File: src/rtl/supervisor_pkg.sv
package supervisor_pkg;

  typedef struct packed {
    logic holdClr;
    logic wdClr;
  } supCtl_t;

  typedef enum logic {
    ST_HOLD = 1'b0,
    ST_RUN  = 1'b1
  } supState_t;

endpackage

File: src/rtl/supervisor_datapath.sv
module supervisor_datapath
  import supervisor_pkg::*;
#(
  parameter int PRESCALE   = 4,
  parameter int HOLD_TICKS = 20,
  parameter int WD_TICKS0  = 10,
  parameter int WD_TICKS1  = 25,
  parameter int WD_TICKS2  = 50
) (
  input  logic    clk,
  input  logic    supplyOk,
  input  logic    csN,
  input  logic [1:0] wdSel,
  input  supCtl_t ctl,
  output logic    holdDone,
  output logic    wdExpired
);

  localparam int WD_MAX01 = (WD_TICKS0 > WD_TICKS1) ? WD_TICKS0 : WD_TICKS1;
  localparam int WD_MAX   = (WD_MAX01 > WD_TICKS2) ? WD_MAX01 : WD_TICKS2;
  localparam int HW       = $clog2(HOLD_TICKS + 1);
  localparam int WW       = $clog2(WD_MAX + 1);

  logic tick;

  // prescaler: variant picked by parameter
  generate
    if (PRESCALE > 1) begin : g_pre
      localparam int PW = $clog2(PRESCALE);
      logic [PW-1:0] preCnt;
      always_ff @(posedge clk or negedge supplyOk) begin
        if (!supplyOk) preCnt <= '0;
        else if (preCnt == PW'(PRESCALE - 1)) preCnt <= '0;
        else preCnt <= preCnt + 1'b1;
      end
      assign tick = (preCnt == PW'(PRESCALE - 1));
    end else begin : g_nopre
      assign tick = 1'b1;
    end
  endgenerate

  // two-flop synchroniser plus edge history
  logic [1:0] csSync;
  logic       csPrev;
  logic       csFall;
  always_ff @(posedge clk or negedge supplyOk) begin
    if (!supplyOk) begin
      csSync <= 2'b11;
      csPrev <= 1'b1;
    end else begin
      csSync <= {csSync[0], csN};
      csPrev <= csSync[1];
    end
  end
  assign csFall = csPrev & ~csSync[1];

  // hold interval counter
  logic [HW-1:0] holdCnt;
  always_ff @(posedge clk or negedge supplyOk) begin
    if (!supplyOk) holdCnt <= '0;
    else if (ctl.holdClr) holdCnt <= '0;
    else if (tick && !holdDone) holdCnt <= holdCnt + 1'b1;
  end
  assign holdDone = (holdCnt == HW'(HOLD_TICKS));

  // watchdog counter
  logic [WW-1:0] wdCnt;
  logic [WW-1:0] wdLimit;
  logic          wdOn;
  always_comb begin
    wdOn = 1'b1;
    case (wdSel)
      2'b00:   wdLimit = WW'(WD_TICKS0);
      2'b01:   wdLimit = WW'(WD_TICKS1);
      2'b10:   wdLimit = WW'(WD_TICKS2);
      default: begin
        wdLimit = WW'(WD_MAX);
        wdOn    = 1'b0;
      end
    endcase
  end

  always_ff @(posedge clk or negedge supplyOk) begin
    if (!supplyOk) wdCnt <= '0;
    else if (ctl.wdClr || csFall) wdCnt <= '0;
    else if (tick && (wdCnt < WW'(WD_MAX))) wdCnt <= wdCnt + 1'b1;
  end
  assign wdExpired = wdOn && (wdCnt >= wdLimit);


  wd_off_chk: assert property (@(posedge clk) disable iff (!supplyOk)
    (wdSel == 2'b11) |-> !wdExpired);


  kick_clear_chk: assert property (@(posedge clk) disable iff (!supplyOk)
    csFall |=> (wdCnt == '0));


  wd_sat_chk: assert property (@(posedge clk) disable iff (!supplyOk)
    wdCnt <= WW'(WD_MAX));

endmodule

File: src/rtl/supervisor_control.sv
module supervisor_control
  import supervisor_pkg::*;
(
  input  logic    clk,
  input  logic    supplyOk,
  input  logic    holdDone,
  input  logic    wdExpired,
  output supCtl_t ctl,
  output logic    rstActive
);

  supState_t state;

  always_ff @(posedge clk or negedge supplyOk) begin
    if (!supplyOk) state <= ST_HOLD;
    else begin
      case (state)
        ST_HOLD: if (holdDone) state <= ST_RUN;
        ST_RUN:  if (wdExpired) state <= ST_HOLD;
        default: state <= ST_HOLD;
      endcase
    end
  end

  always_comb begin
    ctl.holdClr = (state == ST_RUN);
    ctl.wdClr   = (state == ST_HOLD);
  end

  assign rstActive = (state == ST_HOLD);


  supply_low_chk: assert property (@(posedge clk)
    !supplyOk |-> rstActive);


  release_chk: assert property (@(posedge clk) disable iff (!supplyOk)
    $fell(rstActive) |-> $past(holdDone));


  wd_fire_chk: assert property (@(posedge clk) disable iff (!supplyOk)
    (!rstActive && wdExpired) |=> rstActive);


  hold_restart_chk: assert property (@(posedge clk) disable iff (!supplyOk)
    $rose(rstActive) |-> !holdDone);

endmodule

File: src/rtl/supply_supervisor.sv
module supply_supervisor
  import supervisor_pkg::*;
#(
  parameter int PRESCALE   = 4,
  parameter int HOLD_TICKS = 20,
  parameter int WD_TICKS0  = 10,
  parameter int WD_TICKS1  = 25,
  parameter int WD_TICKS2  = 50
) (
  input  logic       clk,
  input  logic       supplyOk,
  input  logic       csN,
  input  logic [1:0] wdSel,
  output logic       rstOutN,
  output logic       rstOut
);

  supCtl_t ctl;
  logic    holdDone;
  logic    wdExpired;
  logic    rstActive;

  supervisor_datapath #(
    .PRESCALE  (PRESCALE),
    .HOLD_TICKS(HOLD_TICKS),
    .WD_TICKS0 (WD_TICKS0),
    .WD_TICKS1 (WD_TICKS1),
    .WD_TICKS2 (WD_TICKS2)
  ) u_dp (
    .clk      (clk),
    .supplyOk (supplyOk),
    .csN      (csN),
    .wdSel    (wdSel),
    .ctl      (ctl),
    .holdDone (holdDone),
    .wdExpired(wdExpired)
  );

  supervisor_control u_ctl (
    .clk      (clk),
    .supplyOk (supplyOk),
    .holdDone (holdDone),
    .wdExpired(wdExpired),
    .ctl      (ctl),
    .rstActive(rstActive)
  );

  assign rstOut  = rstActive;
  assign rstOutN = ~rstActive;

endmodule

File: config.mk
export PLATFORM = sky130hd
export DESIGN_NAME = supply_supervisor
export DESIGN_NICKNAME = d
export VERILOG_FILES = /design/src/rtl/supervisor_pkg.sv /design/src/rtl/supervisor_datapath.sv /design/src/rtl/supervisor_control.sv /design/src/rtl/supply_supervisor.sv
export SDC_FILE = /design/constraint.sdc
export NUM_CORES = 1
export LEC_CHECK = 0
export ABC_AREA = 1
export BUFFER_PORTS_ARGS = -buffer_cell sky130_fd_sc_hd__buf_2
export CORE_ASPECT_RATIO = 1.5
export CORE_UTILIZATION = 40
export CTS_CLUSTER_DIAMETER = 200
export CTS_CLUSTER_SIZE = 20
export DETAILED_ROUTE_END_ITERATION = 6
export PLACE_DENSITY = 0.56
export SLEW_MARGIN = 5
export SYNTH_ARGS = -nofsm -noshare
export SYNTH_HDL_FRONTEND = slang
export SYNTH_SLANG_ARGS = --single-unit
File: constraint.sdc
create_clock -name clk -period 3.2 [get_ports clk]
set_input_delay 0.8 -clock clk [delete_from_list [all_inputs] [get_ports clk]]
set_output_delay 0.8 -clock clk [all_outputs]
set_load 0.1 [all_outputs]
* Yosys cells after proc, flatten, opt, wreduce, memory -nomap -nowiden
Index checks and enable logic that the tools add are counted.
Operators by class: add/subtract/negate cells 3, order comparisons 2, equal/unequal tests 4, multiplexer cells 10, bitwise operators 3, reductions and logical operators 9
Operators by type and width (count):
- $mux 6 | 2
- $pmux 6 s2 | 1
- $mux 5 | 2
- $add 6x1->6 const B | 1
- $ge 6x6->1 | 1
- $lt 6x6->1 const B | 1
- $add 5x1->5 const B | 1
- $eq 5x5->1 const B | 1
- $eq 2x2->1 const B | 2
- $reduce_bool 2->1 | 2
- $logic_and 1x1->1 | 3
- $mux 1 | 3
- $reduce_or 3->1 | 1
- $add 2x1->2 const B | 1
- $eq 2x1->1 const B | 1
- $logic_not 2->1 | 1
- $mux 2 | 1
- $not 1->1 | 2
- $pmux 1 s2 | 1
- $and 1x1->1 | 1
- $logic_not 1->1 | 1
- $logic_or 1x1->1 | 1
Word-level totals: flip-flop bits (word level) 17, bits of input ports 5, output and inout port bits 2, logic and storage cells 37

* Depth between registers and ports, before layout
depth after elaboration 6, mapped depth 10, mapped depth without buffers 10

* By module
A second synthesis with hierarchy kept.
Second synthesis, totals: cell total of the unflattened synthesis 136, area total of the unflattened synthesis 1078.5 um2
By module, submodules not included:
- supervisor_datapath | instances 1, cells an instance 127, area each 1011.0 um2, seq. area each 404.1 um2
- supervisor_control | instances 1, cells an instance 8, area each 63.8 um2, seq. area each 25.0 um2
- supply_supervisor | instances 1, cells an instance 1, area each 3.8 um2, seq. area each 0.0 um2

* Worst setup path before layout
No wires, ideal clock.
path type register to output, start register u_ctl.state, end output port rstOut, arrival time 1.458 ns, required time 2.400 ns, slack 0.942 ns, cell stages (with the launch flop) 2, path buffers 0, path through dfrtp_1 inv_2
On the way: longest elaborated chain between the ends 1
RTL lines:
- from (decl) | RTL line supervisor_control.sv:12 | supState_t state;
- from (signal assigned) | RTL line supervisor_control.sv:15 | if (!supplyOk) state <= ST_HOLD;
- from (signal assigned) | RTL line supervisor_control.sv:18 | ST_HOLD: if (holdDone) state <= ST_RUN;
- from (signal assigned) | RTL line supervisor_control.sv:19 | ST_RUN: if (wdExpired) state <= ST_HOLD;
- $not 1->1
- to (decl) | RTL line supply_supervisor.sv:15 | output logic rstOut
Every way passes these cells.

* Worst setup path in the final report
Ends and elaborated chain as after synthesis.

==> metrics.txt <==
status=complete, no violations; via-per-instance ratio=5.24; Pint=0.269 mW; first drt pass iteration count=5; clock share of power=32.0%; Cells after Synth=129; die extent in x=43.0 µm; ratio of final minimum period to clock period=67.0%; area grow syn2layout=7.69%; I/O pins=7; Post-Route Utilization=47.0%; achievable frequency=467 MHz; P_leak=0.559 nW; first-pass GRT wire length=3.12 mm; worst slack, placed=1.36 ns; switch share=21.6%; DP Cell Count=156; r2r setup slk=1.91 ns; Avg Inst Size Synth=7.82 µm²; final instance area=0.00109 mm²; Sw Pwr=0.0741 mW; startpoint class of the critical path=register; Final Max Tran Viols=0; CP Data Required Time=2.40 ns; IO Port Bufs=6; cts hold-fix bufs=0; register bit count reported by yosys=17; Fillers=238; Post-CTS Setup Bufs=0; Peak VDD IR=251 µV; Max-slew headroom=68.0%; most frequent cells in the layout=nand2_1 (37), dfrtp_1 (14), inv_1 (13), nor2_1 (13); MaxCap Viol Count=0; CTS sink count=17; Die Span Y=63.5 µm; commonest non-fill, non-tap cell in the layout=nand2_1; # nets final=152; GPL Wtd Cong=0.815; Inserted Diodes=0; Sequential Power Share=63.9%; root buffer cell=clkbuf_4; CORE AREA=0.00231 mm²; initial antenna violation count=0; Setup TNS=0 ns; total gr overflow=0; Clk Latency, worst-skew pair=0.28 ns; area occupied by multi-input gates=494 µm²; max incr delay on CP=0.46 ns; power per cell area=316 mW/mm²; DIE AREA=0.00273 mm²; post-synthesis sequential area ratio=42.6%; Clock Pin Slew Worst Setup and Hold Paths=0.09 ns; hpwl dp=1.41 mm; final hold vios=0; CTS Buf Count=3; critical path class=register to primary output; vias=838; initial core utilization=43.6%; Post-Route Skew=0.00182 ns; total DRC errors in the routed layout=0; cts repair resizes=0; Comb power frac=4.1%; WHS Path Cells=0; final non-filler cell total=160; GR Util All Layers=15.1%; DP Area=0.00106 mm²; WP data arrival=1.34 ns; fin crit period=2.14 ns; Final setup viols=0; final worst slack=1.06 ns; RSZ-0062 raised after global routing=no; Routed Antenna Nets=0; WL per Instance=11.0 µm; worst-path fanout max=8; clk buf depth=2; CP endpoint kind=primary output; CTS tree=built; crit path cell chain=inv_2, buf_2; drt initial violations=14; layout cell share with drive strength beyond 1=19.0%; largest net degree at the start of global routing=18; Hold WC Path Type=register to register; hold_ws=0.362 ns; FF/Latch Area=429 µm²; distinct cell type count after synthesis=22; H-tree Lvls=1; worst-case reg-to-reg path depth=8; final WL=1.75 mm; Power Total=0.343 mW; Max stage delay cell, worst path=buf_2; Yosys Warn Count=0; Core Rows=21; vias in the first global route=754; worst-margin pin slew=0.484 ns; synthesized area=0.00101 mm²; post-synth net total=143
## final timing paths
kind,start,end
max,u_ctl.state,rstOut
min,u_dp.csSync[0],u_dp.csSync[1]
max reg2reg,u_dp.holdCnt[0],u_dp.holdCnt[1]
min reg2reg,u_dp.csSync[0],u_dp.csSync[1]
max in group asynchronous,supplyOk,u_dp.csSync[0]
min in group asynchronous,supplyOk,u_dp.holdCnt[4]
## state kept, by name, indices dropped and copies added, names as in the netlist
register	flops
u_dp.wdCnt	6
u_dp.holdCnt	5
u_dp.csPrev	1
u_dp.g_pre.preCnt	2
u_ctl.state	1
u_dp.csSync	2
## power groups by stage
| stage | combinational, mW | sequential (mW) | clock, mW |
|---|---|---|---|
| 5_1_grt | 0.0171 | 0.220 | 0.124 |
| 3_3_place_gp | 0.0144 | 0.223 | 0 |
| 3_5_place_dp | 0.0147 | 0.223 | 0 |
| 2_1_floorplan | 0.00632 | 0.223 | 0 |
| 6_report | 0.0142 | 0.219 | 0.110 |
| 4_1_cts | 0.0147 | 0.219 | 0.116 |
## area by class of cell
| cell class | instances | area share, % |
|---|---|---|
| Clock buffer | 3 | 2.07 |
| Clock inverter | 1 | 0.461 |
| Inverter | 20 | 7.03 |
| Multi-Input combinational cell | 90 | 45.5 |
| Sequential cell | 17 | 39.5 |
| Tap cell | 23 | 2.65 |
| Timing Repair Buffer | 6 | 2.76 |
## worst max-delay path: cells and delay by family, from the launching register on
| family | cells | cell delay [ns] |
|---|---|---|
| buffers and inverters | 2 | 0.64 |
| DFF | 1 | 0.42 |
## cells by family (layout without fill, tap and decap cells)
logic type / count (synthesis) / in the layout / synth area share (%)
adder cells (fa/ha/maj): 9 / 9 / 11.2
flip-flops: 17 / 17 / 42.6
AO/OA/AOI/OAI: 11 / 11 / 6.95
AND/OR/NAND/NOR: 70 / 70 / 30.9
buffers and inverters: 22 / 30 / 8.44
## synth_stat cells
library cell	count	share of area (%)
a21boi_1	1	0.74
a21oi_1	4	2.0
a21oi_4	1	1.6
a31oi_1	1	0.62
buf_2	1	0.50
clkbuf_1	1	0.37
clkinv_2	1	0.50
dfrtp_1	14	35
dfstp_2	3	7.8
ha_1	9	11
inv_1	13	4.8
inv_2	6	2.2
nand2_1	37	14
nand2_2	2	1.2
nand2_4	1	1.1
nand3_1	9	4.5
nand4_1	5	3.1
nand4_2	1	1.2
nor2_1	13	4.8
nor2_2	1	0.62
nor3_1	1	0.50
o21ai_1	4	2.0
## routing by layer
| layer | part of all wire, % | track usage (%) | vias to the layer above |
|---|---|---|---|
| met5 | 0 | 0 | - |
| met1 | 41 | 16.1 | 393 |
| met4 | 1.2 | 7.95 | 0 |
| li1 | - | - | 430 |
| met2 | 55 | 27.7 | 13 |
| met3 | 2.6 | 1.72 | 2 |
Power figures use the tool's default switching activity.
